===== config.mk =====
export PLATFORM = sky130hd
export DESIGN_NAME = bus_ack_watchdog
export DESIGN_NICKNAME = d
export VERILOG_FILES = /design/src/rtl/bus_ack_watchdog.sv
export SDC_FILE = /design/constraint.sdc
export NUM_CORES = 1
export LEC_CHECK = 0
export ABC_AREA = 1
export BUFFER_PORTS_ARGS = -buffer_cell sky130_fd_sc_hd__clkbuf_2
export CAP_MARGIN = 10
export CORE_MARGIN = 8
export CORE_UTILIZATION = 25
export DETAILED_ROUTE_END_ITERATION = 6
export MAX_ROUTING_LAYER = met4
export SETUP_SLACK_MARGIN = 0.05
export SYNTH_ARGS = -nofsm -noshare
export SYNTH_HDL_FRONTEND = slang
export SYNTH_SLANG_ARGS = --single-unit

===== constraint.sdc =====
create_clock -name clk -period 1.4 [get_ports clk]
set_input_delay 0.07 -clock clk [delete_from_list [all_inputs] [get_ports clk]]
set_output_delay 0.07 -clock clk [all_outputs]
set_load 0.005 [all_outputs]

===== src/rtl/bus_ack_watchdog.sv =====
module bus_ack_watchdog #(
  parameter int unsigned CLK_HZ    = 200_000_000,
  parameter int unsigned WINDOW_US = 10_000
) (
  input  logic clk,
  input  logic rst_n,
  input  logic cyc_start,
  input  logic dev_ack,
  input  logic strap_en,
  input  logic flag_clr,
  output logic cpu_ready,
  output logic tmo_irq,
  output logic tmo_status
);
  localparam int unsigned LIMIT = (CLK_HZ / 1_000_000) * WINDOW_US;
  localparam int unsigned CW    = (LIMIT > 2) ? $clog2(LIMIT) : 1;
  localparam logic [CW-1:0] LAST = CW'(LIMIT - 1);

  logic          waiting;
  logic [CW-1:0] cnt;
  logic          at_limit;

  assign at_limit  = (cnt == LAST);
  assign tmo_irq   = waiting && at_limit && strap_en && !dev_ack;
  assign cpu_ready = dev_ack || tmo_irq;

  always_ff @(posedge clk or negedge rst_n) begin
    if (!rst_n) begin
      waiting <= 1'b0;
      cnt     <= '0;
    end else if (cyc_start) begin
      waiting <= 1'b1;
      cnt     <= '0;
    end else if (dev_ack || tmo_irq) begin
      waiting <= 1'b0;
    end else if (waiting && !at_limit) begin
      cnt <= cnt + 1'b1;
    end
  end

  always_ff @(posedge clk or negedge rst_n) begin
    if (!rst_n)        tmo_status <= 1'b0;
    else if (tmo_irq)  tmo_status <= 1'b1;
    else if (flag_clr) tmo_status <= 1'b0;
  end

  a_r2_no_early: assert property (@(posedge clk) disable iff (!rst_n)
    cyc_start |=> !tmo_irq);
  a_r3_ack_cancels: assert property (@(posedge clk) disable iff (!rst_n)
    (waiting && dev_ack && !cyc_start) |=> !tmo_irq);
  a_r4_single_pulse: assert property (@(posedge clk) disable iff (!rst_n)
    tmo_irq |=> !tmo_irq);
  a_r6_strap_quiet: assert property (@(posedge clk) disable iff (!rst_n)
    (!strap_en && !tmo_status) |=> !tmo_status);
  a_r7_sticky_set: assert property (@(posedge clk) disable iff (!rst_n)
    tmo_irq |=> tmo_status);
  a_r7_clear: assert property (@(posedge clk) disable iff (!rst_n)
    (flag_clr && !tmo_irq) |=> !tmo_status);
endmodule


==> impl_metrics.tcl, run 1 <==
set metrics [dict create \
    outcome "finished with violations" \
    failed_checks "setup timing" \
    skew_ns 0.00901 \
    place_congestion 0.905 \
    period_needed_ns 1.55 \
    dp_hpwl_um 3190 \
    syn_to_final_growth_pct 35.9 \
    antenna_found_initial 0 \
    drc_errors 0 \
    synth_compound_area_share_pct 2.91 \
    final_cell_mix "nand2_1, buf_4, nor2_1, dfrtp_1" \
    grt_pass1_vias 1691 \
    netlist_area_sq_um 1550 \
    path_clk_slew_ns 0.09 \
    fmax_mhz 645 \
    pre_cts_slack_ns -0.0881 \
    path_class "reg -> out" \
    vias_per_cell 4.73 \
    synthXorXnorAreaFrac_pct 3.40 \
    cts_sinks 23 \
    fin_crit_sh_pct 111 \
    p_per_area_nw_per_um2 600 \
    routed_wl_um 4560 \
    holdPathStages 4 \
    syn-num-nets 237 \
    die_h_um 94.6 \
    detail-route-antenna-nets 0 \
    setup_slack_ns -0.151 \
    dr.pass1.iters 4 \
    slew_viol_final 0 \
    nets 287 \
    port_buffers 8 \
    synth_seq_area_share_pct 37.2 \
    layout-drive-gt1-share_pct 27.6 \
    max-cap-violations 0 \
    reg2reg_to "cnt[11]" \
    synth_top_family_by_area "simple AND/OR/NAND/NOR gates" \
    antenna_cells 0 \
    wire_per_inst_um 12.9 \
    die_w_um 94.6 \
    synthCells 230 \
    cts_max_path_buffers 2 \
    cts_tree "built" \
    worst_pin_slew_ns 0.603 \
    cts_inserted_buffers 3 \
    via_count 1675 \
    grt_overflow 0 \
    clkLatencyLatePin_ns 0.28 \
    min_from "dev_ack" \
    arrival_ns 1.48 \
    r2r-start "cnt[6]" \
    holdPathEnd "waiting" \
    core_area_sq_um 5960 \
    final_common_cell "nand2_1" \
    yosysUniqueCellTypes 23 \
    reg2reg_slack_ns -0.13 \
    critPathMaxFanout 5 \
    fin_hold_ws_ns 0.0804 \
    start_util_pct 25.9 \
    hold_violations 0 \
    finalSetupViolCount 23 \
    grt_usage_pct 11.3 \
    avgSynthCellArea_sq_um 6.72 \
    start_kind "flip-flop" \
    h-tree-depth 1 \
    ys_seq_elements 23 \
    ios 9 \
    critical_path.endpoint_type "primary output" \
    ir_worst_vdd_uv 341 \
    hold_class "in -> reg" \
    grt_pass1_wl_um 7830 \
    yosys_warnings 0 \
    power.leakage_uw 0.00100 \
    grt_max_degree 24 \
    r2r_cells 8 \
    rows 28 \
    cp.required_ns 1.33 \
    cts-root-buf "clkbuf_8" \
    synth_fa_ha_area_share_pct 0.810 \
    drtIter0Drc 90 \
    slew_headroom_pct 59.8 \
    synth_mux_area_share_pct 0 \
    grt_setup_unrepaired "yes" \
    yosys.area_share.simple_pct 48.6 \
    dieArea_sq_um 8950 \
]
## cell usage after synthesis
cell type / number / share of area (%)
nand2_1: 90 / 22
nor2_1: 34 / 8.3
dfrtp_1: 23 / 37
inv_1: 16 / 3.9
nand3_1: 16 / 5.2
nand4_1: 16 / 6.5
o21ai_0: 6 / 1.9
xor2_1: 6 / 3.4
nor2_2: 3 / 1.2
inv_2: 2 / 0.49
nand2_2: 2 / 0.81
nand2_4: 2 / 1.5
nand3_2: 2 / 1.3
o21bai_1: 2 / 0.97
or2_2: 2 / 0.81
buf_12: 1 / 1.3
buf_2: 1 / 0.32
clkbuf_1: 1 / 0.24
clkinv_1: 1 / 0.24
ha_1: 1 / 0.81
inv_6: 1 / 0.57
nand3b_1: 1 / 0.49
nor2_4: 1 / 0.73
## state kept, by name (all words and copies together), names as in the netlist
register,cells
cnt,21
waiting,1
tmo_status,1
## cell type report
cell class / count / area [sq um]
multi-input combinational: 185 / 946
fill: 630 / 3860
clock inverter: 1 / 5.00
clock buffer: 3 / 41.3
tap: 75 / 93.8
timing repair buffer: 44 / 315
sequential: 23 / 577
timing repair inverter: 3 / 33.8
inverter: 20 / 87.6
## how the worst max path moves through the flow
stage               cells after the start  slack, ns  endpoint  startpoint
floorplan                              10       0.03   cnt[12]      cnt[0]
global placement                        8      -0.08    cnt[0]      cnt[0]
detailed placement                      8      -0.09    cnt[0]      cnt[0]
CTS                                     8      -0.14   tmo_irq      cnt[1]
global route                            8      -0.25   tmo_irq     cnt[13]
finish                                  7      -0.15   tmo_irq      cnt[6]
## timing repair
action | 4_1_cts | 5_1_grt
resized for setup | 19 | 6
setup endpoints to repair | 24 | 25
hold buffers | 2 | 0
cloned | 4 | 0
setup buffers | 7 | 1
pin swaps | 3 | 3
hold endpoints to repair | 24 | 0
## kinds of logic after synthesis
logic type / Yosys count
compound gates: 8
simple gates: 169
xor+xnor: 6
flops: 23
fa+ha+maj: 1
buf+inv: 23
## report_power, final
part           internal (uW)  switching [uW]
combinational           47.2             102
sequential               670            6.11
clock                    200             235
total                    917             343
## worst max-delay path: stages, from the launching register on
cell and delay, ns:
dfrtp_1 0.47, nand3_1 0.16, nor2_4 0.14, nand3_2 0.09
nor2_2 0.12, nand2_1 0.08, inv_1 0.05, clkbuf_2 0.10
## metrics by stage
stage	utilization, %	cells	setup TNS (ns)	instance area, sq um	total power (uW)
4_1_cts	34.9	353	-2.38	2080	1280
6_report	35.3	354	-2.59	2100	1260
3_3_place_gp	31.3	336	-0.439	1870	792
3_5_place_dp	31.3	336	-1.14	1870	794
2_1_floorplan	-	230	0	1570	754
5_1_grt	35.3	354	-4.76	2100	1310
## layer usage
layer	track usage (%)	wire [um]
met5	-	0
met4	3.51	74
met3	1.75	255
met2	19.0	2180
met1	13.6	2050
No activity file was read; power rests on OpenSTA's default activity.
==> run 2: changes to the inputs <==
--- a/config.mk
+++ b/config.mk
@@ -9,7 +9,8 @@
 export BUFFER_PORTS_ARGS = -buffer_cell sky130_fd_sc_hd__clkbuf_2
 export CAP_MARGIN = 10
 export CORE_MARGIN = 8
-export CORE_UTILIZATION = 25
+export CORE_UTILIZATION = 35
+export CTS_CLUSTER_SIZE = 25
 export DETAILED_ROUTE_END_ITERATION = 6
 export MAX_ROUTING_LAYER = met4
 export SETUP_SLACK_MARGIN = 0.05
==> run 2 against run 1 <==
Against the previous run:
- the run still ends with setup timing left
- final cell count down 5.9%
- clock power up 0.9%
- register-to-register slack worse by 0.07 ns
- combinational power about the same
- global-route usage up 3.4 points
- routed wire length down 0.83%
- via count down 1.2%
- critical path depth up 2
- fmax down 3.1%
- die area down 24%
- count of clock-buffer cells in the layout unchanged
- critical endpoint is now cnt[11]
- largest cell class unchanged
- highest routed layer unchanged
==> impl_metrics.tcl, run 2 (synthesis gave the netlist of run 1 again) <==
set metrics [dict create \
    cts_sinks 23 \
    die_h_um 82.4 \
    cts_max_path_buffers 2 \
    design_area_sq_um 2070 \
    drtIter0Drc 147 \
    final_common_cell "nand2_1" \
    layout-drive-gt1-share_pct 26.0 \
    core_area_sq_um 4290 \
    syn_to_final_growth_pct 34.2 \
    path_delay_family "simple AND/OR/NAND/NOR gates" \
    cts_inserted_buffers 3 \
    grt_pass1_vias 1561 \
    grt_overflow 0 \
    cts_tree "built" \
    critPathMaxFanout 5 \
    ir_worst_vdd_uv 358 \
    outcome "finished with violations" \
    crit_slowest_cell "dfrtp_1" \
    detail-route-antenna-nets 0 \
    vias_per_cell 4.97 \
    ios 9 \
    dr.pass1.iters 4 \
    setup_slack_ns -0.200 \
    via_count 1655 \
    arrival_ns 1.76 \
    path_class "reg -> reg" \
    start_util_pct 36.0 \
    worst_pin_slew_ns 0.598 \
    cp.required_ns 1.56 \
    routed_wl_um 4530 \
    dp_hpwl_um 3100 \
    period_needed_ns 1.60 \
    failed_checks "setup timing" \
    grt_usage_pct 14.7 \
    reg_top3 "cnt: 21 flops, tmo_status: 1 flops, waiting: 1 flops" \
    start_kind "flip-flop" \
    largest_register_ffs 21 \
    place_congestion 0.892 \
    cp_common_cell "nand2_8" \
    wire_per_inst_um 13.6 \
    slew_viol_final 0 \
    crit_buf_inv 1 \
    slew_headroom_pct 60.1 \
    regMostFlops "cnt" \
    hold_violations 0 \
    fin_crit_sh_pct 114 \
    rows 24 \
    grt_setup_unrepaired "yes" \
    h-tree-depth 1 \
    antenna_found_initial 0 \
    grt_pass1_wl_um 7510 \
    skew_ns 0.00233 \
    cts-root-buf "clkbuf_8" \
    slowest_delay_ns 0.40 \
    port_buffers 8 \
    grt_max_degree 24 \
    dpl_cell_area_sq_um 1850 \
    path_cells "nor2_1 > nand2_1 > nor2_2 > nand3_2 > buf_4 > nand2_8 > nand2_8 > nand2_2 > o21ai_0" \
    finalSetupViolCount 23 \
    dieArea_sq_um 6800 \
    critical_path.endpoint_type "flip-flop" \
    power.leakage_uw 0.00101 \
    hold_class "in -> reg" \
    max-cap-violations 0 \
    fin_util_pct 48.3 \
    die_w_um 82.4 \
    fmax_mhz 625 \
    p_per_area_nw_per_um2 611 \
    final_cell_mix "nand2_1, buf_4, nor2_1, dfrtp_1" \
    path_clk_slew_ns 0.09 \
    clkLatencyLatePin_ns 0.27 \
    nets 289 \
    antenna_cells 0 \
    drc_errors 0 \
]
-- run 2: power breakdown --
part / total, uW / internal, uW / switching (uW)
clock network: 439 / 199 / 240
logic: 151 / 47.5 / 104
registers: 676 / 670 / 5.97
-- run 2: layout make-up --
class                      instances  area [sq um]
inverter                          20          90.1
timing repair buffer              46           330
sequential                        23           577
clock inverter                     1          5.00
tap                               52          65.1
multi-input combinational        185           931
timing repair inverter             3          33.8
clock buffer                       3          41.3
fill                             426          2220
-- run 2: metal layers --
| metal | part of all wire (%) | track usage, % | vias to the layer above | wire length (um) |
|---|---|---|---|---|
| met5 | 0 | - | - | 0 |
| li1 | - | - | 843 | - |
| met4 | 2.6 | 5.26 | 0 | 118 |
| met1 | 45 | 19.0 | 750 | 2020 |
| met3 | 6.2 | 2.06 | 13 | 279 |
| met2 | 47 | 23.0 | 49 | 2110 |
-- run 2: timing repair --
action,4_1_cts,5_1_grt
cloned,4,0
hold endpoints to repair,24,0
pin swaps,2,0
hold buffers,2,0
setup buffers,3,5
setup endpoints to repair,24,25
gates resized for setup,17,3
-- run 2: stage by stage --
step | TNS (ns) | total power, uW | worst slack, ns | hold WS, ns | cells
global route | -5.93 | 1320 | -0.306 | 0.123 | 333
global placement | -0.0420 | 790 | -0.0416 | 0.111 | 315
detailed placement | -0.659 | 791 | -0.0537 | 0.112 | 315
floorplan | 0 | 754 | 0.0318 | -0.226 | 230
CTS | -2.96 | 1280 | -0.190 | 0.0914 | 328
finish | -4.04 | 1270 | -0.200 | 0.0980 | 333
-- run 2: worst min-delay path, stage by stage --
cell and delay [ns]:
clkbuf_2 0.09, inv_1 0.05, nand3_1 0.08, nand2_1 0.05
-- run 2: path summary, 6_finish.rpt --
kind | start | end | slack, ns | depth (start not counted)
max | cnt[14] | cnt[11] | -0.20 | 9
min | dev_ack | waiting | 0.1 | 4
max reg2reg | cnt[14] | cnt[11] | -0.20 | 9
min reg2reg | tmo_status | tmo_status | 0.54 | 2
max in group asynchronous | rst_n | cnt[7] | 0.65 | 2
min in group asynchronous | rst_n | cnt[13] | 0.33 | 2
